===== config.mk =====
export PLATFORM = sky130hd
export DESIGN_NAME = tx_bid_top
export DESIGN_NICKNAME = d
export VERILOG_FILES = /design/src/rtl/tx_bid_pkg.sv /design/src/rtl/tx_bid_dp.sv /design/src/rtl/tx_bid_ctrl.sv /design/src/rtl/tx_bid_top.sv
export SDC_FILE = /design/constraint.sdc
export NUM_CORES = 1
export LEC_CHECK = 0
export CAP_MARGIN = 30
export CORE_MARGIN = 8
export CORE_UTILIZATION = 53
export CTS_CLUSTER_SIZE = 30
export DETAILED_ROUTE_END_ITERATION = 6
export HOLD_SLACK_MARGIN = 0.15
export MAX_ROUTING_LAYER = met4
export PLACE_DENSITY = 0.91
export SYNTH_ARGS = -nofsm -noshare
export SYNTH_HDL_FRONTEND = slang
export SYNTH_SLANG_ARGS = --single-unit

===== constraint.sdc =====
create_clock -name clk -period 11.5 [get_ports clk]
set_input_delay 2.3 -clock clk [delete_from_list [all_inputs] [get_ports clk]]
set_output_delay 2.3 -clock clk [all_outputs]
set_load 0.02 [all_outputs]

===== src/rtl/tx_bid_pkg.sv =====
package tx_bid_pkg;

  // Bit positions that the host and the transmitter decode
  localparam int THR_LO     = 6;
  localparam int FORCE_BIT  = 8;
  localparam int NOCRC_BIT  = 12;
  localparam int NOPAD_BIT  = 13;
  localparam int EV_OK_BIT  = 8;
  localparam int EV_COLL_LO = 11;
  localparam int COLL_W     = 4;
  localparam int WORD_W     = 16;

  typedef enum logic [1:0] {
    ST_IDLE = 2'd0,
    ST_WAIT = 2'd1,
    ST_FILL = 2'd2
  } bidState_t;

  // Strobes from control to datapath
  typedef struct packed {
    logic acceptBid;
    logic writeWord;
    logic postEvent;
  } dpStrobe_t;

endpackage


===== src/rtl/tx_bid_dp.sv =====
module tx_bid_dp
  import tx_bid_pkg::*;
#(
  parameter int MAX_LEN = 1518,
  parameter int TH_A    = 5,
  parameter int TH_B    = 381,
  parameter int TH_C    = 1021,
  parameter int LEN_W   = 11,
  parameter int ADDR_W  = 10
) (
  input  logic                 clk,
  input  logic                 rstN,
  input  dpStrobe_t            strobe,
  input  logic                 cmdWrEn,
  input  logic [WORD_W-1:0]    cmdIn,
  input  logic [WORD_W-1:0]    lenIn,
  input  logic [WORD_W-1:0]    dataIn,
  input  logic                 macOk,
  input  logic [COLL_W-1:0]    macColl,
  output logic                 lenValid,
  output logic                 nextHitsThr,
  output logic                 nextDone,
  output logic                 bufWrEn,
  output logic [ADDR_W-1:0]    bufAddr,
  output logic [WORD_W-1:0]    bufData,
  output logic [LEN_W-1:0]     txLen,
  output logic                 txNoCrc,
  output logic                 txNoPad,
  output logic                 txEvValid,
  output logic [WORD_W-1:0]    txEvWord
);

  localparam int EXT_W = LEN_W + 1;

  // Host-side command shadow (only the fields this block uses)
  logic [1:0]       hostThr;
  logic             hostNoCrc;
  logic             hostNoPad;
  // Fields latched for the granted frame
  logic [1:0]       frameThr;
  logic [LEN_W-1:0] byteCnt;

  logic [EXT_W-1:0] thrBytes;
  logic [EXT_W-1:0] lenExt;
  logic [EXT_W-1:0] effThr;
  logic [EXT_W-1:0] sumCnt;
  logic [EXT_W-1:0] nextCnt;
  logic [WORD_W-1:0] evWord;

  logic unusedCmdBits;
  assign unusedCmdBits = ^{cmdIn[WORD_W-1:NOPAD_BIT+1], cmdIn[NOCRC_BIT-1:THR_LO+2],
                           cmdIn[THR_LO-1:0]};

  assign lenValid = (lenIn != '0) && (lenIn <= WORD_W'(MAX_LEN));

  always_comb begin
    case (frameThr)
      2'd0:    thrBytes = EXT_W'(TH_A);
      2'd1:    thrBytes = EXT_W'(TH_B);
      2'd2:    thrBytes = EXT_W'(TH_C);
      default: thrBytes = {1'b0, txLen};
    endcase
  end

  assign lenExt      = {1'b0, txLen};
  assign effThr      = (thrBytes < lenExt) ? thrBytes : lenExt;
  assign sumCnt      = {1'b0, byteCnt} + EXT_W'(2);
  assign nextCnt     = (sumCnt > lenExt) ? lenExt : sumCnt;
  assign nextHitsThr = (nextCnt >= effThr);
  assign nextDone    = (nextCnt >= lenExt);

  always_comb begin
    evWord                          = '0;
    evWord[EV_OK_BIT]               = macOk;
    evWord[EV_COLL_LO +: COLL_W]    = macColl;
  end

  // Command shadow
  always_ff @(posedge clk or negedge rstN) begin
    if (!rstN) begin
      hostThr   <= '0;
      hostNoCrc <= 1'b0;
      hostNoPad <= 1'b0;
    end else if (cmdWrEn) begin
      hostThr   <= cmdIn[THR_LO +: 2];
      hostNoCrc <= cmdIn[NOCRC_BIT];
      hostNoPad <= cmdIn[NOPAD_BIT];
    end
  end

  // Frame registers and byte counter
  always_ff @(posedge clk or negedge rstN) begin
    if (!rstN) begin
      frameThr <= '0;
      txLen    <= '0;
      txNoCrc  <= 1'b0;
      txNoPad  <= 1'b0;
      byteCnt  <= '0;
    end else if (strobe.acceptBid) begin
      frameThr <= hostThr;
      txLen    <= lenIn[LEN_W-1:0];
      txNoCrc  <= hostNoCrc;
      txNoPad  <= hostNoPad;
      byteCnt  <= '0;
    end else if (strobe.writeWord) begin
      byteCnt  <= nextCnt[LEN_W-1:0];
    end
  end

  // Buffer write port
  always_ff @(posedge clk or negedge rstN) begin
    if (!rstN) begin
      bufWrEn <= 1'b0;
      bufAddr <= '0;
      bufData <= '0;
    end else begin
      bufWrEn <= strobe.writeWord;
      if (strobe.writeWord) begin
        bufAddr <= ADDR_W'(byteCnt >> 1);
        bufData <= dataIn;
      end
    end
  end

  // Completion event
  always_ff @(posedge clk or negedge rstN) begin
    if (!rstN) begin
      txEvValid <= 1'b0;
      txEvWord  <= '0;
    end else begin
      txEvValid <= strobe.postEvent;
      if (strobe.postEvent) txEvWord <= evWord;
    end
  end

endmodule


===== src/rtl/tx_bid_ctrl.sv =====
module tx_bid_ctrl
  import tx_bid_pkg::*;
(
  input  logic      clk,
  input  logic      rstN,
  input  logic      cmdWrEn,
  input  logic      forceBit,
  input  logic      lenWrEn,
  input  logic      dataWrEn,
  input  logic      macDone,
  input  logic      lenValid,
  input  logic      nextHitsThr,
  input  logic      nextDone,
  output dpStrobe_t strobe,
  output logic      rdyNow,
  output logic      rdyEvent,
  output logic      txStart
);

  bidState_t state, stateNext;
  logic inFlight;
  logic started;
  logic doneSeen;
  logic abortReq;
  logic acceptBid;
  logic writeWord;
  logic fireStart;
  logic lateGrant;

  assign doneSeen  = macDone && inFlight;
  assign abortReq  = cmdWrEn && forceBit && (state != ST_IDLE);
  assign acceptBid = !abortReq && lenWrEn && lenValid && (state == ST_IDLE);
  assign writeWord = !abortReq && dataWrEn && (state == ST_FILL);
  assign fireStart = writeWord && !started && nextHitsThr;
  assign lateGrant = !abortReq && (state == ST_WAIT) && doneSeen;

  assign strobe.acceptBid = acceptBid;
  assign strobe.writeWord = writeWord;
  assign strobe.postEvent = doneSeen;

  assign rdyNow = (state == ST_FILL);

  always_comb begin
    stateNext = state;
    unique case (state)
      ST_IDLE: if (acceptBid) stateNext = (inFlight && !macDone) ? ST_WAIT : ST_FILL;
      ST_WAIT: begin
        if (abortReq)      stateNext = ST_IDLE;
        else if (doneSeen) stateNext = ST_FILL;
      end
      ST_FILL: begin
        if (abortReq)                   stateNext = ST_IDLE;
        else if (writeWord && nextDone) stateNext = ST_IDLE;
      end
      default: stateNext = ST_IDLE;
    endcase
  end

  always_ff @(posedge clk or negedge rstN) begin
    if (!rstN) begin
      state    <= ST_IDLE;
      inFlight <= 1'b0;
      started  <= 1'b0;
      rdyEvent <= 1'b0;
      txStart  <= 1'b0;
    end else begin
      state    <= stateNext;
      rdyEvent <= lateGrant;
      txStart  <= fireStart;
      if (acceptBid)      started <= 1'b0;
      else if (fireStart) started <= 1'b1;
      if (fireStart)      inFlight <= 1'b1;
      else if (doneSeen)  inFlight <= 1'b0;
    end
  end

endmodule


===== src/rtl/tx_bid_top.sv =====
module tx_bid_top
  import tx_bid_pkg::*;
#(
  parameter int MAX_LEN = 1518,
  parameter int TH_A    = 5,
  parameter int TH_B    = 381,
  parameter int TH_C    = 1021,
  localparam int LEN_W  = $clog2(MAX_LEN + 1),
  localparam int ADDR_W = $clog2((MAX_LEN + 1) / 2)
) (
  input  logic                 clk,
  input  logic                 rstN,
  input  logic                 cmdWrEn,
  input  logic [15:0]          cmdIn,
  input  logic                 lenWrEn,
  input  logic [15:0]          lenIn,
  input  logic                 dataWrEn,
  input  logic [15:0]          dataIn,
  input  logic                 macDone,
  input  logic                 macOk,
  input  logic [3:0]           macColl,
  output logic                 rdyNow,
  output logic                 rdyEvent,
  output logic                 bufWrEn,
  output logic [ADDR_W-1:0]    bufAddr,
  output logic [15:0]          bufData,
  output logic                 txStart,
  output logic [LEN_W-1:0]     txLen,
  output logic                 txNoCrc,
  output logic                 txNoPad,
  output logic                 txEvValid,
  output logic [15:0]          txEvWord
);

  dpStrobe_t strobe;
  logic lenValid;
  logic nextHitsThr;
  logic nextDone;

  tx_bid_ctrl u_ctrl (
    .clk        (clk),
    .rstN       (rstN),
    .cmdWrEn    (cmdWrEn),
    .forceBit   (cmdIn[FORCE_BIT]),
    .lenWrEn    (lenWrEn),
    .dataWrEn   (dataWrEn),
    .macDone    (macDone),
    .lenValid   (lenValid),
    .nextHitsThr(nextHitsThr),
    .nextDone   (nextDone),
    .strobe     (strobe),
    .rdyNow     (rdyNow),
    .rdyEvent   (rdyEvent),
    .txStart    (txStart)
  );

  tx_bid_dp #(
    .MAX_LEN(MAX_LEN), .TH_A(TH_A), .TH_B(TH_B), .TH_C(TH_C),
    .LEN_W(LEN_W), .ADDR_W(ADDR_W)
  ) u_dp (
    .clk        (clk),
    .rstN       (rstN),
    .strobe     (strobe),
    .cmdWrEn    (cmdWrEn),
    .cmdIn      (cmdIn),
    .lenIn      (lenIn),
    .dataIn     (dataIn),
    .macOk      (macOk),
    .macColl    (macColl),
    .lenValid   (lenValid),
    .nextHitsThr(nextHitsThr),
    .nextDone   (nextDone),
    .bufWrEn    (bufWrEn),
    .bufAddr    (bufAddr),
    .bufData    (bufData),
    .txLen      (txLen),
    .txNoCrc    (txNoCrc),
    .txNoPad    (txNoPad),
    .txEvValid  (txEvValid),
    .txEvWord   (txEvWord)
  );

endmodule


==> out/metrics.csv <==
metric,value,unit
total congestion overflow,0,
vias in the first global route,4082,
1st-pass router iterations,7,
GPL Wtd Cong,0.902,
post-synthesis cell area,4330,µm²
register area share after synthesis,39.9,%
largest net degree at the start of global routing,70,
Setup crit end,u_ctrl.started,
"Max FO, Critical Path",12,
drt via density,5.72,
Seq cells post-synth,69,
1st-iter DRT viols,275,
Post-DRT Antenna Nets,0,
reg2reg end,u_ctrl.started,
Buffers on Ports,96,
worst min path class,flop to flop,
CP Launch Point,u_dp.byteCnt[1],
chip width,106,µm
prevailing post-synth register cell,dfrtp_1,
Core Area,8050,µm²
post_cts resized,0,
htree depth,3,
Sum Neg Setup Slack,0,ps
Final setup viols,0,
CP Launch Type,flop,
skew final,9.11,ps
DR WL/cell,17.2,µm
PwrDens,157,nW/µm²
CTS tree,built,
number of enable flip-flop cells after synthesis,0,
die height,106,µm
final instance area,5550,µm²
Commonest cells post-synth,"nand2_1, dfrtp_1, ha_1",
Final Critical Period,4980,ps
reg2reg path depth,17,
initial antenna violation count,0,
area post-placement,5340,µm²
Rows,33,
Synth top area share,39.9,%
Critical Path RT,11750,ps
fin nets,681,
Synth Instances,482,
clock buffer depth,2,
gr usage total,22.3,%
clock insertion delay at the later pin of the skew report,360,ps
Clock Sink Count,69,
"Setup Fix Bufs, Post-CTS",0,
area growth from synthesis to layout,28.3,%
"top cells by area, synth","dfrtp_1, ha_1, nand2_1",
total wire length,11800,µm
clock-pin slew on the worst setup and hold paths,80,ps
first-pass GRT wire length,20000,µm
leakage power total,0.00268,µW
share of post-route cells with drive strength above 1,8.39,%
"Distinct cells, synth",58,
"area leader, netlist",dfrtp_1,
Peak Freq,0.201,GHz
Tcrit/Tclk final,43.3,%
CP Class,flop to flop,
IO Pins,119,
number of CTS-inserted buffers,9,
DRC Markers,0,
Worst R2R Setup Slack,6520,ps
n_diodes,0,
via count,3941,
highest ir drop seen on vdd,0.101,mV
Worst setup EP type,flop,
Yosys warnings,0,
Worst EP arrival,5240,ps
relative slew slack,42.0,%
worst flop-to-flop path startpoint,u_dp.byteCnt[1],
Post-CTS Hold Buffers,0,
starting density of the core,53.7,%
Slew @ Worst Pin,869,ps
final hold violations,0,
Slew Limit Fails,0,
max-cap viol count,0,
syn_area_per_cell,8.97,µm²
CTS Root Buffer Type,clkbuf_8,
RSZ-0062 raised after global routing,no,
outcome,finished clean,
Detailed Place HPWL,9040,µm
top-count cell post-synth,nand2_1,
share of flip-flops with an asynchronous set or reset,100,%
die area,11300,µm²
## state kept, by name, indices dropped and copies added (netlist names)
signal,cells
u_dp.hostThr,2
u_ctrl.started,1
u_dp.byteCnt,11
u_ctrl.state,2
u_dp.txNoPad,1
u_ctrl.rdyEvent,1
u_dp.hostNoCrc,1
u_dp.txEvValid,1
u_dp.txEvWord,5
u_dp.bufWrEn,1
u_dp.bufAddr,10
u_dp.txNoCrc,1
u_ctrl.txStart,1
u_dp.frameThr,2
u_ctrl.inFlight,1
u_dp.bufData,16
u_dp.hostNoPad,1
u_dp.txLen,11
## cells by family (layout without fill, tap and decap cells)
| family | count (synthesis) | count (layout) | share of synthesized area, % |
|---|---|---|---|
| AND/OR/NAND/NOR | 184 | 184 | 19.2 |
| XOR/XNOR | 8 | 8 | 1.62 |
| buffers and inverters | 50 | 142 | 5.58 |
| AO/OA/AOI/OAI | 104 | 104 | 15.4 |
| adder cells (fa/ha/maj) | 43 | 43 | 12.4 |
| other | 1 | 11 | 0.0867 |
| flip-flops | 69 | 69 | 39.9 |
| multiplexers | 23 | 23 | 5.76 |
## cells in the final DEF (no fill, tap or decap), types with 7 or more instances in the layout
master,synthesis,final
clkbuf_8,0,10
dfrtp_1,69,69
clkdlybuf4s50_1,0,95
mux2i_1,8,8
mux2_2,14,14
nor3_1,7,7
a21oi_1,20,20
nand3_1,12,12
conb_1,1,11
nor2_1,16,16
nand4_1,7,7
inv_1,24,24
ha_1,43,43
nand2_1,114,114
o21ai_0,36,36
## power by group
group,switching (µW),internal (µW),leakage (µW),total [µW]
Sequential,37.0,280,0.000896,317
Combinational,190,159,0.00169,349
Clock,100,107,0.0000951,207
## stage by stage
stage	std cells	util [%]	setup WS, ps	total power (µW)	hold WS (ps)
floorplan	492	-	7520	524	421
finish	689	68.9	6520	873	463
CTS	689	68.9	6530	877	464
global route	689	68.9	6060	931	487
detailed placement	673	66.3	6550	666	448
global placement	673	66.3	6640	647	441
## how the worst min path moves through the flow
stage	startpoint	slack [ps]	cells past startpoint	end
6_report	u_ctrl.started	460	1	u_ctrl.txStart
2_1_floorplan	u_ctrl.started	420	1	u_ctrl.txStart
5_1_grt	u_ctrl.started	490	1	u_ctrl.txStart
3_3_place_gp	u_ctrl.started	440	1	u_ctrl.txStart
4_1_cts	u_ctrl.started	460	1	u_ctrl.txStart
3_5_place_dp	u_ctrl.started	450	1	u_ctrl.txStart
## area by class of cell
| type | count | area [µm²] |
|---|---|---|
| clock buffers | 10 | 138 |
| clock inverters | 6 | 70.1 |
| fillers | 626 | 2500 |
| inverters | 25 | 93.8 |
| multi-input cells | 373 | 2390 |
| flip-flops and latches | 69 | 1730 |
| well taps | 105 | 131 |
| repair buffers | 101 | 993 |
## critical path, cell delays in order (launching register included)
cell	delay [ps]
dfrtp_1	520
ha_1	300
nand3_2	170
nor2_1	210
xor2_1	280
ha_1	190
nand3_1	160
nor3_1	540
inv_1	120
o21a_2	180
nor2_2	410
mux2_1	410
ha_1	210
a2111oi_0	450
o21ai_0	160
a21oi_1	260
nor2_1	90
o21ba_2	200
## metal layers
metal / vias up / share of wire [%] / track usage (%)
met5: - / 0 / -
met4: 0 / 2.1 / 8.34
met3: 27 / 6.3 / 5.99
met2: 157 / 49 / 35.7
met1: 1887 / 43 / 26.5
li1: 1870 / - / -
(Power assumes the default switching activity.)
